## config.mk

```make
export PLATFORM = sky130hd
export DESIGN_NAME = i2c_regfile_target
export DESIGN_NICKNAME = d
export VERILOG_FILES = /design/src/rtl/i2c_rf_pkg.sv /design/src/rtl/i2c_rf_sync.sv /design/src/rtl/i2c_rf_store.sv /design/src/rtl/i2c_rf_engine.sv /design/src/rtl/i2c_regfile_target.sv
export SDC_FILE = /design/constraint.sdc
export NUM_CORES = 1
export LEC_CHECK = 0
export BUFFER_PORTS_ARGS = -buffer_cell sky130_fd_sc_hd__buf_2
export CAP_MARGIN = 20
export CORE_MARGIN = 10
export CORE_UTILIZATION = 45
export CTS_BUF_LIST = sky130_fd_sc_hd__clkbuf_2 sky130_fd_sc_hd__clkbuf_4 sky130_fd_sc_hd__clkbuf_8
export DETAILED_ROUTE_END_ITERATION = 16
export HOLD_SLACK_MARGIN = 0.06
export PLACE_DENSITY_LB_ADDON = 0.3
export SLEW_MARGIN = 5
export SYNTH_ARGS = -nofsm -noshare
export SYNTH_HDL_FRONTEND = slang
export SYNTH_HIERARCHICAL = 1
export SYNTH_SLANG_ARGS = --single-unit
```

## constraint.sdc

```tcl
create_clock -name clk -period 2.7 [get_ports clk]
set_input_delay 0 -clock clk [delete_from_list [all_inputs] [get_ports clk]]
set_output_delay 0 -clock clk [all_outputs]
set_load 0.05 [all_outputs]
```

## src/rtl/i2c_rf_pkg.sv

```systemverilog
package i2c_rf_pkg;

  typedef enum logic [2:0] {
    ST_IDLE,
    ST_RX,
    ST_ACK,
    ST_TX,
    ST_RACK
  } eng_state_t;

  typedef enum logic [1:0] {
    RX_ADDR,
    RX_PTR,
    RX_DATA
  } rx_kind_t;

endpackage

```

## src/rtl/i2c_rf_sync.sv

```systemverilog
module i2c_rf_sync #(
  parameter int STAGES = 2
) (
  input  logic clk,
  input  logic rst,
  input  logic scl_i,
  input  logic sda_i,
  output logic scl_s,
  output logic sda_s,
  output logic scl_rise,
  output logic scl_fall,
  output logic start_det,
  output logic stop_det
);

  logic [STAGES-1:0] scl_pipe;
  logic [STAGES-1:0] sda_pipe;
  logic              scl_q;
  logic              sda_q;

  always_ff @(posedge clk) begin
    if (rst) begin
      scl_pipe <= '1;
      sda_pipe <= '1;
      scl_q    <= 1'b1;
      sda_q    <= 1'b1;
    end else begin
      scl_pipe <= {scl_pipe[STAGES-2:0], scl_i};
      sda_pipe <= {sda_pipe[STAGES-2:0], sda_i};
      scl_q    <= scl_pipe[STAGES-1];
      sda_q    <= sda_pipe[STAGES-1];
    end
  end

  assign scl_s     = scl_pipe[STAGES-1];
  assign sda_s     = sda_pipe[STAGES-1];
  assign scl_rise  = scl_s & ~scl_q;
  assign scl_fall  = ~scl_s & scl_q;
  assign start_det = scl_s & scl_q & sda_q & ~sda_s;
  assign stop_det  = scl_s & scl_q & ~sda_q & sda_s;

endmodule

```

## src/rtl/i2c_rf_store.sv

```systemverilog
module i2c_rf_store #(
  parameter int ADDR_W  = 6,
  parameter int FR_ADDR = 42,
  parameter int FR_BIT  = 1
) (
  input  logic              clk,
  input  logic              rst,
  input  logic              host_we,
  input  logic [ADDR_W-1:0] host_addr,
  input  logic [7:0]        host_wdata,
  input  logic              loc_we,
  input  logic [ADDR_W-1:0] loc_addr,
  input  logic [7:0]        loc_wdata,
  input  logic [ADDR_W-1:0] rd_addr,
  output logic [7:0]        rd_data,
  output logic              fr_flag
);

  localparam int DEPTH = 1 << ADDR_W;
  localparam logic [ADDR_W-1:0] FR_A = ADDR_W'(FR_ADDR);

  logic [7:0] mem [DEPTH];

  // Local write first, host write last: host wins on a same-cycle collision.
  always_ff @(posedge clk) begin
    if (loc_we)  mem[loc_addr]  <= loc_wdata;
    if (host_we) mem[host_addr] <= host_wdata;
    rd_data <= mem[rd_addr];
  end

  // Shadow copy of the fast-read control bit, same write priority.
  always_ff @(posedge clk) begin
    if (rst) begin
      fr_flag <= 1'b0;
    end else if (host_we && host_addr == FR_A) begin
      fr_flag <= host_wdata[FR_BIT];
    end else if (loc_we && loc_addr == FR_A) begin
      fr_flag <= loc_wdata[FR_BIT];
    end
  end

endmodule

```

## src/rtl/i2c_rf_engine.sv

```systemverilog
module i2c_rf_engine
  import i2c_rf_pkg::*;
#(
  parameter int ADDR_W = 6,
  parameter logic [(1<<ADDR_W)-1:0] RO_MASK = '0,
  parameter int FIRST_MSB = 1,
  parameter int AXES = 3
) (
  input  logic              clk,
  input  logic              rst,
  input  logic              scl_rise,
  input  logic              scl_fall,
  input  logic              start_det,
  input  logic              stop_det,
  input  logic              sda_s,
  input  logic [6:0]        dev_addr,
  input  logic              fr_flag,
  input  logic [7:0]        rd_data,
  output logic [ADDR_W-1:0] rd_addr,
  output logic              wr_en,
  output logic [ADDR_W-1:0] wr_addr,
  output logic [7:0]        wr_data,
  output logic              sda_oe
);

  localparam logic [ADDR_W-1:0] FIRST_A = ADDR_W'(FIRST_MSB);
  localparam logic [ADDR_W-1:0] LAST_A  = ADDR_W'(FIRST_MSB + 2 * (AXES - 1));

  eng_state_t        state;
  rx_kind_t          kind;
  logic [3:0]        bit_cnt;
  logic [7:0]        shreg;
  logic [7:0]        txreg;
  logic [ADDR_W-1:0] ptr;
  logic              rw;
  logic              mack;

  logic [ADDR_W-1:0] offs;
  logic              skip;
  logic [ADDR_W-1:0] rd_next;

  // Read-burst pointer step, with the high-byte skip when fast-read is set.
  always_comb begin
    offs    = ptr - FIRST_A;
    skip    = fr_flag && (ptr >= FIRST_A) && (ptr <= LAST_A) && !offs[0];
    rd_next = ptr + 1'b1;
    if (skip) begin
      rd_next = (ptr == LAST_A) ? '0 : ptr + ADDR_W'(2);
    end
  end

  assign rd_addr = ptr;

  always_ff @(posedge clk) begin
    if (rst) begin
      state   <= ST_IDLE;
      kind    <= RX_ADDR;
      bit_cnt <= '0;
      shreg   <= '0;
      txreg   <= '0;
      ptr     <= '0;
      rw      <= 1'b0;
      mack    <= 1'b0;
      sda_oe  <= 1'b0;
      wr_en   <= 1'b0;
      wr_addr <= '0;
      wr_data <= '0;
    end else begin
      wr_en <= 1'b0;
      if (start_det) begin
        state   <= ST_RX;
        kind    <= RX_ADDR;
        bit_cnt <= '0;
        sda_oe  <= 1'b0;
      end else if (stop_det) begin
        state  <= ST_IDLE;
        sda_oe <= 1'b0;
      end else begin
        unique case (state)
          ST_RX: begin
            if (scl_rise && bit_cnt < 4'd8) begin
              shreg   <= {shreg[6:0], sda_s};
              bit_cnt <= bit_cnt + 1'b1;
            end else if (scl_fall && bit_cnt == 4'd8) begin
              unique case (kind)
                RX_ADDR: begin
                  if (shreg[7:1] == dev_addr) begin
                    rw     <= shreg[0];
                    kind   <= RX_PTR;
                    sda_oe <= 1'b1;
                    state  <= ST_ACK;
                  end else begin
                    state <= ST_IDLE;
                  end
                end
                RX_PTR: begin
                  ptr    <= shreg[ADDR_W-1:0];
                  kind   <= RX_DATA;
                  sda_oe <= 1'b1;
                  state  <= ST_ACK;
                end
                default: begin
                  if (!RO_MASK[ptr]) begin
                    wr_en   <= 1'b1;
                    wr_addr <= ptr;
                    wr_data <= shreg;
                  end
                  ptr    <= ptr + 1'b1;
                  sda_oe <= 1'b1;
                  state  <= ST_ACK;
                end
              endcase
            end
          end
          ST_ACK: begin
            if (scl_fall) begin
              bit_cnt <= '0;
              if (rw) begin
                txreg  <= rd_data;
                sda_oe <= ~rd_data[7];
                state  <= ST_TX;
              end else begin
                sda_oe <= 1'b0;
                state  <= ST_RX;
              end
            end
          end
          ST_TX: begin
            if (scl_fall) begin
              if (bit_cnt == 4'd7) begin
                sda_oe <= 1'b0;
                state  <= ST_RACK;
              end else begin
                txreg   <= {txreg[6:0], 1'b0};
                sda_oe  <= ~txreg[6];
                bit_cnt <= bit_cnt + 1'b1;
              end
            end
          end
          ST_RACK: begin
            if (scl_rise) begin
              mack <= ~sda_s;
              if (!sda_s) ptr <= rd_next;
            end else if (scl_fall) begin
              if (mack) begin
                txreg   <= rd_data;
                sda_oe  <= ~rd_data[7];
                bit_cnt <= '0;
                state   <= ST_TX;
              end else begin
                state <= ST_IDLE;
              end
            end
          end
          default: begin
          end
        endcase
      end
    end
  end

endmodule

```

## src/rtl/i2c_regfile_target.sv

```systemverilog
module i2c_regfile_target #(
  parameter int ADDR_W      = 6,
  parameter logic [6:0] BASE_ADDR = 7'b0011100,
  parameter logic [(1<<ADDR_W)-1:0] RO_MASK = {{((1<<ADDR_W)-14){1'b0}}, 14'h3FFF},
  parameter int FR_ADDR     = 42,
  parameter int FR_BIT      = 1,
  parameter int FIRST_MSB   = 1,
  parameter int AXES        = 3,
  parameter int SYNC_STAGES = 2
) (
  input  logic              clk,
  input  logic              rst,
  input  logic              scl_i,
  input  logic              sda_i,
  output logic              sda_oe,
  input  logic              addr_sel,
  input  logic              loc_we,
  input  logic [ADDR_W-1:0] loc_addr,
  input  logic [7:0]        loc_wdata,
  output logic              host_wr_valid,
  output logic [ADDR_W-1:0] host_wr_addr,
  output logic [7:0]        host_wr_data
);

  logic              scl_sync;
  logic              sda_sync;
  logic              scl_rise;
  logic              scl_fall;
  logic              start_det;
  logic              stop_seen;
  logic [6:0]        dev_addr;
  logic              fr_flag;
  logic [7:0]        rd_data;
  logic [ADDR_W-1:0] rd_addr;

  assign dev_addr = {BASE_ADDR[6:1], addr_sel};

  i2c_rf_sync #(.STAGES(SYNC_STAGES)) u_sync (
    .clk       (clk),
    .rst       (rst),
    .scl_i     (scl_i),
    .sda_i     (sda_i),
    .scl_s     (scl_sync),
    .sda_s     (sda_sync),
    .scl_rise  (scl_rise),
    .scl_fall  (scl_fall),
    .start_det (start_det),
    .stop_det  (stop_seen)
  );

  i2c_rf_engine #(
    .ADDR_W    (ADDR_W),
    .RO_MASK   (RO_MASK),
    .FIRST_MSB (FIRST_MSB),
    .AXES      (AXES)
  ) u_engine (
    .clk       (clk),
    .rst       (rst),
    .scl_rise  (scl_rise),
    .scl_fall  (scl_fall),
    .start_det (start_det),
    .stop_det  (stop_seen),
    .sda_s     (sda_sync),
    .dev_addr  (dev_addr),
    .fr_flag   (fr_flag),
    .rd_data   (rd_data),
    .rd_addr   (rd_addr),
    .wr_en     (host_wr_valid),
    .wr_addr   (host_wr_addr),
    .wr_data   (host_wr_data),
    .sda_oe    (sda_oe)
  );

  i2c_rf_store #(
    .ADDR_W  (ADDR_W),
    .FR_ADDR (FR_ADDR),
    .FR_BIT  (FR_BIT)
  ) u_store (
    .clk        (clk),
    .rst        (rst),
    .host_we    (host_wr_valid),
    .host_addr  (host_wr_addr),
    .host_wdata (host_wr_data),
    .loc_we     (loc_we),
    .loc_addr   (loc_addr),
    .loc_wdata  (loc_wdata),
    .rd_addr    (rd_addr),
    .rd_data    (rd_data),
    .fr_flag    (fr_flag)
  );

endmodule

```

# After elaboration in Yosys (flattened, before gate mapping)
# Memory sizes are Yosys's and may differ from the RTL's. A register that Yosys moved wholly into a read port is not among the register bits.
# Cells that the tools add are included.
# totals
ff_bits	55
latch_bits	0
ram_bits	512
rom_bits	64
input_bits	20
out_inout_bits	16
elab_cells	174
memories	2
# mem_list
name	depth	width	rd	rd_ports_with_merged_regs	wr	line	text
u_store.mem	64	8	1	1	2	i2c_rf_store.sv:22	logic [7:0] mem [DEPTH];
(name not given)	64	1	1	1	0	i2c_rf_engine.sv:103	if (!RO_MASK[ptr]) begin
# op_classes
add_sub_neg	4
mul	0
div	0
order_cmp	4
n_eq_ne	34
shifts	0
n_mux	62
bitwise	20
reduce_logical	30
# op_table
op	n
7-bit 2-to-1 mux	7
6-bit 2-to-1 mux	8
4-bit 2-to-1 mux	7
6-bit case mux with 2 select lines	2
8-bit AND reduction	3
1-bit 2-to-1 mux	21
3-bit 2-to-1 mux	7
7-bit case mux with 3 select lines	1
2-bit by 1-bit != test with 1-bit output (second input constant)	10
4-bit by 3-bit != test with 1-bit output (second input constant)	5
9-bit AND reduction	2
4-bit case mux with 4 select lines	1
7-bit AND reduction	2
1-bit inverter	13
6-bit equality test (second input constant)	2
3-bit case mux with 4 select lines	1
2-bit 2-to-1 mux	5
2-bit != test (second input constant)	5
10-bit AND reduction	1
4-bit != test (second input constant)	2
4-bit AND reduction	2
8-bit OR reduction	1
1-bit AND	7
7-bit by 5-bit equality test with 1-bit output	1
28 further kinds	38

# Depth between registers and ports, before layout
# Gate-level depths: netlist of run 1.
# depth
word_depth	10
depth_mapped	9
mapped_depth_nobuf	8

# Modules after synthesis
# The synthesis of run 1 kept the hierarchy.
# by_module_without_submodules
mod	instances	cells_per_inst	area_each_um2	seq_area_each_um2
i2c_rf_store	1	1707	27166.1	15554.9
i2c_rf_engine	1	307	2736.4	980.9
i2c_rf_sync	1	16	190.2	120.1
i2c_regfile_target	1	2	7.5	0.0

# Least setup slack after synthesis of run 1
# Ideal clock, no wire load.
# synth_timing
path_kind	flip-flop to flip-flop
start	reg u_engine.wr_en
end	mem u_store.mem[2][0] (enable)
setup_time_ns	0.375
arrival_time_ns	2.069
setup_slack_ns	0.257
stages_incl_launch_ff	7
n_path_buf	2
synth_period_minus_slack_ns	2.443
cell_sequence	dfxtp_1 -> buf_2 -> nor4b_2 -> nand2b_1 -> buf_2 -> nor3b_2 -> o21bai_1
# synth_lines
element	line	text
start: declaration	i2c_rf_engine.sv:20	output logic wr_en,
start signal: assignment	i2c_rf_engine.sv:65	wr_en <= 1'b0;
start signal: assignment	i2c_rf_engine.sv:69	wr_en <= 1'b0;
start signal: assignment	i2c_rf_engine.sv:104	wr_en <= 1'b1;
end: declaration	i2c_rf_store.sv:22	

==> summary.txt, run 1 <==
CTS
  – Clk slew on worst S/H paths: ~0.060 ns
  – Setup repair bufs after CTS: 0
  – H-tree levels: 3
  – Clk sinks: between 500 and 600
  – CTS Buffer Depth: 3
  – Root buf cell: clkbuf_8
  – CTS Buf Count: just under 100
  – CTS tree: built
  – Clk_lat worst skew: roughly 0.71 ns

Finish
  – Final cell count without fillers: 3099
  – Post-Layout Inst Area: around 34000 sq um
  – Area Growth Syn to Fin: 12.7%
  – Share of layout cells above drive strength 1: 47.4%
  – Filler cells: ~5500
  – Layout Nets: 2183

Place
  – Inst Count DP: 2906
  – DP HPWL: roughly 57 mm
  – GPL Wtd Cong: roughly 0.9
  – Dpl cell area: 32000 sq um
  – Port bufs: 35

Worst setup path
  – Kind of cell adding the most delay to the critical path: compound AO/OA/AOI/OAI gates
  – Max incr delay on CP: ~0.60 ns
  – Crit path kind: reg -> reg
  – Slowest-stage cell, CP: dfxtp_2
  – R2r setup slk: roughly 0.070 ns
  – Capturing point of the worst reg2reg path: u_store/rd_data[6]$_DFF_P_
  – Crit path arrival time: about 3.2 ns
  – Worst path cell trace: inv_1, nand2_1, o22ai_1, o21a_1, o41ai_1
  – WP buf/inv: 1
  – Max FO, Critical Path: 17
  – R2R cell count: 5
  – Critical Path RT: roughly 3.2 ns
  – Setup crit start kind: flip-flop
  – Reg-to-Reg Start: u_engine/rd_addr[3]$_SDFFE_PP0N_
  – CP endpoint kind: flip-flop

Synthesis
  – Synth Warn #: 6
  – Number of synthesized register bits: between 500 and 600
  – Number of library cell types mapped by synthesis: 76
  – Avg Inst Size Synth: approximately 15 sq um
  – EDFF count, synth: around 510
  – Mapped Cells: approximately 2000
  – Ys async rst share: 0%
  – Mapped cell area: around 30000 sq um
  – Top_reg_cell synth: edfxtp_1
  – Register area share after synthesis: between 50 and 60%

Run
  – Max_cap viols: 0

Min path
  – Worst Hold End: u_store/mem[63][0]$_DFFE_PP_
  – Hold_sp: loc_wdata[0]
  – Worst Hold Depth: 2
  – HP Class: in -> reg

Power and ir drop
  – P per Cell Area: between 500 and 600 nW/um^2
  – Leak: 11.0 nW
  – Peak supply drop: approximately 0.33 mV
  – Total power: approximately 18 mW

Timing
  – Final Cycle Share: 97.4%
  – Max transition margin: between 40% and 50%
  – Final Hold Fails: 0
  – Tmin final: approximately 2.6 ns
  – Unrepaired setup endpoints after global routing: false
  – Slew Limit Fails: 0
  – Slew @ Worst Pin: about 0.86 ns
  – Setup TNS: 0 ns
  – Skew final: slightly above 0.04 ns
  – Final Setup Violations: 0
  – Max Freq: 380 MHz

GRT
  – Global-route wire length before repair: 131 mm
  – Met2 usage: a little over a third
  – GR Util All Layers: 22.4%
  – Initial antenna violation count: 3
  – GR Util met1: 29.2%
  – Congestion Overflow GR: 0
  – Vias in the first global route: 19800
  – Met3 usage: 6.25%
  – Largest net degree at the start of global routing: 67
  – Busiest grt layer: met2

Floorplanning
  – Num ports: 36
  – FP Rows: 94
  – Initial core utilization: 45.6%
  – Horiz. Die Dim: between 200 and 300 microns
  – DIE AREA: 77600 sq um
  – Die Height: approximately 280 microns
  – Total core area: between 60000 and 70000 sq um

Route
  – 1st-iter DRT viols: approximately 2100
  – Via Count: roughly 20000
  – Post-route DRC violation count: 0
  – Vias per cell: around 6.3
  – Wirelength per Cell: 28.5 microns
  – Drt pass-1 iters: 7
  – Final WL: a little under 90 mm
  – Routed Antenna Nets: 0

Status
  – Status: finished clean
[layout by cell type, fill, tap and decap left out, types with 17 or more instances in the layout]
master and instances:
clkbuf_8 99, edfxtp_1 512, buf_4 156, nand2b_1 17, o21ai_0 47, clkinv_1 36
o22ai_1 51, nor2_1 76, dfxtp_1 52, clkbuf_4 29, nor2_2 23, mux2i_1 54
nor2b_1 22, nand2_1 68, mux4_2 123, mux2_2 519, buf_2 37, nand3_1 30
[through the flow]
step / util, % / setup WS (ns) / hold slack [ns]
detailed placement: 48.5 / 0.183 / 0.184
global placement: 48.4 / 0.162 / 0.187
global route: 51.4 / 0.0148 / 0.111
finish: 51.4 / 0.0698 / 0.126
floorplan: - / 0.257 / 0.0724
CTS: 51.4 / 0.163 / 0.0711
[where the power goes]
part | internal [mW] | leakage, nW | switching [mW] | total, mW
registers | 9.74 | 5.13 | 0.0171 | 9.75
clock network | 3.79 | 0.937 | 3.60 | 7.39
logic | 0.360 | 4.92 | 0.373 | 0.734
total | 13.9 | 11.0 | 4.00 | 17.9
[area by class of cell]
type / count / area [sq um] / area share [%]
inverter: 8 / 30.0 / 0.0885
antenna: 1 / 2.50 / 0.00738
timing repair buffer: 224 / 1820 / 5.36
clock inverter: 48 / 203 / 0.598
sequential: 576 / 16700 / 49.2
clock buffer: 128 / 1580 / 4.66
multi-input combinational: 1250 / 12500 / 36.9
tap: 864 / 1080 / 3.19
[layer usage]
layer  vias to the layer above  wire length [microns]  part of all wire [%]
met5                         -                     23                 0.026
met4                         4                   3660                   4.1
met3                       204                   8630                   9.8
met2                      1045                  40300                    46
met1                      9974                  35600                    40
li1                       8246                      -                     -
[cells by family (layout without fill, tap and decap cells)]
| logic type | Yosys count | after routing | share of synthesized area [%] |
|---|---|---|---|
| xor+xnor | 11 | 11 | 0.320 |
| flops | 576 | 576 | 55.3 |
| buf+inv | 210 | 408 | 3.13 |
| simple gates | 334 | 334 | 6.05 |
| other cells | 2 | 7 | 0.0250 |
| mux | 696 | 696 | 30.4 |
| fa+ha+maj | 6 | 6 | 0.249 |
| compound gates | 197 | 197 | 4.48 |
[worst max-delay path by stage]
| stage | startpoint | endpoint | slack (ns) | cells past startpoint |
|---|---|---|---|---|
| global placement | u_engine/rd_addr[3]$_SDFFE_PP0N_ | u_store/rd_data[6]$_DFF_P_ | 0.16 | 5 |
| global route | u_engine/wr_en$_SDFF_PP0_ | u_store/mem[4][3]$_DFFE_PP_ | 0.01 | 4 |
| finish | u_engine/rd_addr[3]$_SDFFE_PP0N_ | u_store/rd_data[6]$_DFF_P_ | 0.07 | 5 |
| detailed placement | u_engine/rd_addr[0]$_SDFFE_PP0N_ | u_store/rd_data[6]$_DFF_P_ | 0.18 | 7 |
| CTS | u_engine/rd_addr[0]$_SDFFE_PP0N_ | u_store/rd_data[6]$_DFF_P_ | 0.16 | 7 |
| floorplan | u_engine/wr_en$_SDFF_PP0_ | u_store/mem[2][0]$_DFFE_PP_ | 0.26 | 6 |
[sequential cells by signal, indices dropped and copies added, names as in the netlist, 2 cells and up, named ones only]
register / count
u_engine/wr_data: 8
u_engine/kind: 2
u_engine/bit_cnt: 4
u_engine/txreg: 7
u_store/rd_data: 8
u_sync/scl_pipe: 2
u_engine/state: 3
u_store/mem: 512
u_sync/sda_pipe: 2
u_engine/rd_addr: 6
u_engine/shreg: 8
u_engine/wr_addr: 6
[Yosys cell counts (all sizes together) (22+ instances only)]
library cell / count / share of area (%)
mux2: 519 / 19
edfxtp: 512 / 51
clkbuf: 138 / 1.7
mux4: 123 / 9.2
nor2: 99 / 1.4
nand2: 68 / 0.85
buf: 64 / 1.3
dfxtp: 64 / 4.3
mux2i: 54 / 1.8
o21ai: 52 / 0.86
o22ai: 51 / 1.1
nand3: 32 / 0.57
nor2b: 22 / 0.46
[timing repair]
item	in CTS	in global routing
hold buffers	16	0
hold endpoints to repair	249	0
gates resized for setup	0	0
Note: power is estimated with default switching activity, not from simulation.
==> run 2, diff against run 1 <==
--- a/config.mk
+++ b/config.mk
@@ -5,6 +5,7 @@
 export SDC_FILE = /design/constraint.sdc
 export NUM_CORES = 1
 export LEC_CHECK = 0
+export ABC_AREA = 1
 export BUFFER_PORTS_ARGS = -buffer_cell sky130_fd_sc_hd__buf_2
 export CAP_MARGIN = 20
 export CORE_MARGIN = 10
==> run 2 against run 1 <==
Net effect:
- clock power is 3.1% higher
- sequential share of layout area up 0.25 points
- non-clock buffer count rose by 28
- routed wire length increased by 12%
- setup slack gained 0.13 ns
- clock skew shrank 0.011 ns
- area after synthesis fell by 0.97%
==> summary.txt, run 2 <==
Place
  – Port bufs: 35
  – Inst Count DP: between 4000 and 5000
  – Post-Place Worst Slack: between 0.07 and 0.08 ns
  – GPL Wtd Cong: slightly below 1
  – DP HPWL: 62.7 mm
  – Dpl cell area: 31500 sq um

CTS
  – Clk_lat worst skew: between 0.7 and 0.8 ns
  – Setup repair bufs after CTS: 0
  – H-tree levels: 3
  – CTS Buffer Depth: 3
  – Clk sinks: 576
  – Clk slew on worst S/H paths: roughly 0.070 ns
  – CTS Buf Count: 96
  – Root buf cell: clkbuf_8
  – CTS tree: built

Synthesis
  – Share of the synthesized area in the top cell type: around 52%
  – Avg Inst Size Synth: 8.35 sq um
  – Largest area contributor in the netlist: edfxtp_1
  – Top_reg_cell synth: edfxtp_1
  – Number of library cell types mapped by synthesis: between 40 and 50
  – Mapped Cells: 3570
  – Mapped cell area: about 30000 sq um
  – Most common cell in the netlist: nand2_1
  – Synth cell count leaders: nand2_1, o21ai_0, edfxtp_1, nand3_1, clkbuf_1
  – Register area share after synthesis: 55.9%
  – Synth area leaders: edfxtp_1, nand2_1, o21ai_0
  – Number of synthesized register bits: 576
  – Synth Warn #: 6
  – EDFF count, synth: about 510
  – Ys async rst share: 0%

Worst setup path
  – Max FO, Critical Path: 8
  – Slowest-stage cell, CP: dfxtp_1
  – Kind of cell adding the most delay to the critical path: simple AND/OR/NAND/NOR gates
  – Worst path cell trace: inv_1, nor3_4, nand3_1, o21ai_0, buf_2
  – Setup crit start kind: flip-flop
  – WP buf/inv: 2
  – Max incr delay on CP: roughly 0.60 ns
  – Critical Path RT: 3.13 ns
  – CP endpoint kind: flip-flop
  – Crit path arrival time: roughly 3 ns
  – Crit path kind: reg -> reg

Power and ir drop
  – Leak: 13.3 nW
  – Total power: about 18 mW
  – P per Cell Area: approximately 550 nW/um^2
  – Peak supply drop: around 0.46 mV

GRT
  – Largest net degree at the start of global routing: between 80 and 90
  – Initial antenna violation count: 4
  – Congestion Overflow GR: 0
  – Global-route wire length before repair: between 100 and 150 mm
  – GR Util All Layers: 24.8%
  – Vias in the first global route: roughly 24000

Route
  – Drt pass-1 iters: 6
  – Wirelength per Cell: 21.6 microns
  – Final WL: 98.8 mm
  – Vias per cell: about 5.7
  – 1st-iter DRT viols: roughly 3500
  – Routed Antenna Nets: 0
  – Via Count: about 26000
  – Post-route DRC violation count: 0

Timing
  – Skew final: roughly 0.030 ns
  – Tmin final: 2.50 ns
  – Final Setup Violations: 0
  – Max Freq: 401 MHz
  – Final Hold Fails: 0
  – Unrepaired setup endpoints after global routing: false
  – Setup TNS: 0 ns
  – Slew @ Worst Pin: 1.10 ns
  – Max transition margin: between 20% and 30%
  – Final Cycle Share: 92.4%
  – Post-route setup slack: between 0.2 and 0.25 ns
  – Slew Limit Fails: 0

Finish
  – Final cell count without fillers: about 4600
  – Post-Layout Inst Area: about 34000 sq um
  – Max reg flops: approximately 500
  – Layout Nets: 3660
  – Share of layout cells above drive strength 1: between 10% and 20%
  – Commonest non-fill, non-tap cell in the layout: nand2_1
  – Top reg by flops: u_store/mem
  – Commonest cells after routing, fill and taps aside: nand2_1, o21ai_0, edfxtp_1, nand3_1, buf_4
  – Area Growth Syn to Fin: 13.1%

Status
  – Status: finished clean

Floorplanning
  – Total core area: roughly 66000 sq um
  – Num ports: 36
  – FP Rows: 94
  – Initial core utilization: a little under half
  – Horiz. Die Dim: roughly 280 microns
  – Die Height: about 280 microns
  – DIE AREA: approximately 77000 sq um

Min path
  – HP Class: in -> reg

Run
  – Max_cap viols: 0
[run 2: cell count changes after synthesis, sizes merged, moves of 100 or more]
cell,change
nand2,+1244
mux2,-519
o21ai,+556
clkbuf,+100
mux4,-123
inv,+109
nand3,+430
[run 2: cell type report]
| cell class | count | area, sq um |
|---|---|---|
| antenna | 4 | 10.0 |
| tap | 864 | 1080 |
| timing repair buffer | 252 | 2060 |
| inverter | 118 | 452 |
| multi-input combinational | 2590 | 11600 |
| clock buffer | 139 | 1650 |
| sequential | 576 | 16700 |
| fill | 6016 | 32000 |
| clock inverter | 41 | 211 |
[run 2: metrics by stage]
| step | util [%] | hold WS [ns] |
|---|---|---|
| floorplan | - | 0.0971 |
| global placement | 47.7 | 0.179 |
| detailed placement | 48.0 | 0.184 |
| CTS | 51.1 | 0.153 |
| global route | 51.3 | 0.156 |
| finish | 51.3 | 0.180 |
[run 2: worst reg2reg max path: cells and delay by family, from the launching register on]
kind	cells	cell delay, ns
compound gates	1	0.34
buf+inv	2	0.46
flops	1	0.60
simple gates	2	0.79
[run 2: final timing paths]
check,start,endpoint,slack (ns),depth (start not counted)
setup / recovery,u_engine/wr_addr[5]$_SDFFE_PP0P_,u_store/mem[57][5]$_DFFE_PP_,0.20,5
hold / removal,loc_addr[4],u_store/mem[34][0]$_DFFE_PP_,0.18,4
setup reg to reg,u_engine/wr_addr[5]$_SDFFE_PP0P_,u_store/mem[57][5]$_DFFE_PP_,0.20,5
hold reg to reg,u_sync/sda_pipe[0]$_SDFF_PP1_,u_sync/sda_pipe[1]$_SDFF_PP1_,0.41,1
[run 2: timing repair]
action,4_1_cts,5_1_grt
hold endpoints to repair,329,0
setup endpoints to repair,0,5
hold buffers,22,0
gates resized for setup,0,1
[run 2: cells by family (layout without fill, tap and decap cells)]
logic type      after synthesis  in the layout  share of synthesized area, %
compound gates              661            661                          11.2
flops                       576            576                          55.9
simple gates               1907           1907                          27.0
xor+xnor                     10             10                         0.294
other cells                   2             10                        0.0252
buf+inv                     408            550                          5.33
fa+ha+maj                     6              6                         0.252
[run 2: report_power, final]
part           internal (mW)  switching, mW  leakage, nW
sequential              9.76         0.0461         5.13
combinational          0.328          0.684         7.19
clock                   3.95           3.67        0.984
total                   14.0           4.40         13.3
[run 2: routing by layer]
layer / share of wire (%) / global-route usage (%)
met1: 39 / 33.0
met2: 45 / 38.3
met3: 11 / 4.25
met4: 5.3 / 12.9
met5: 0.024 / 0
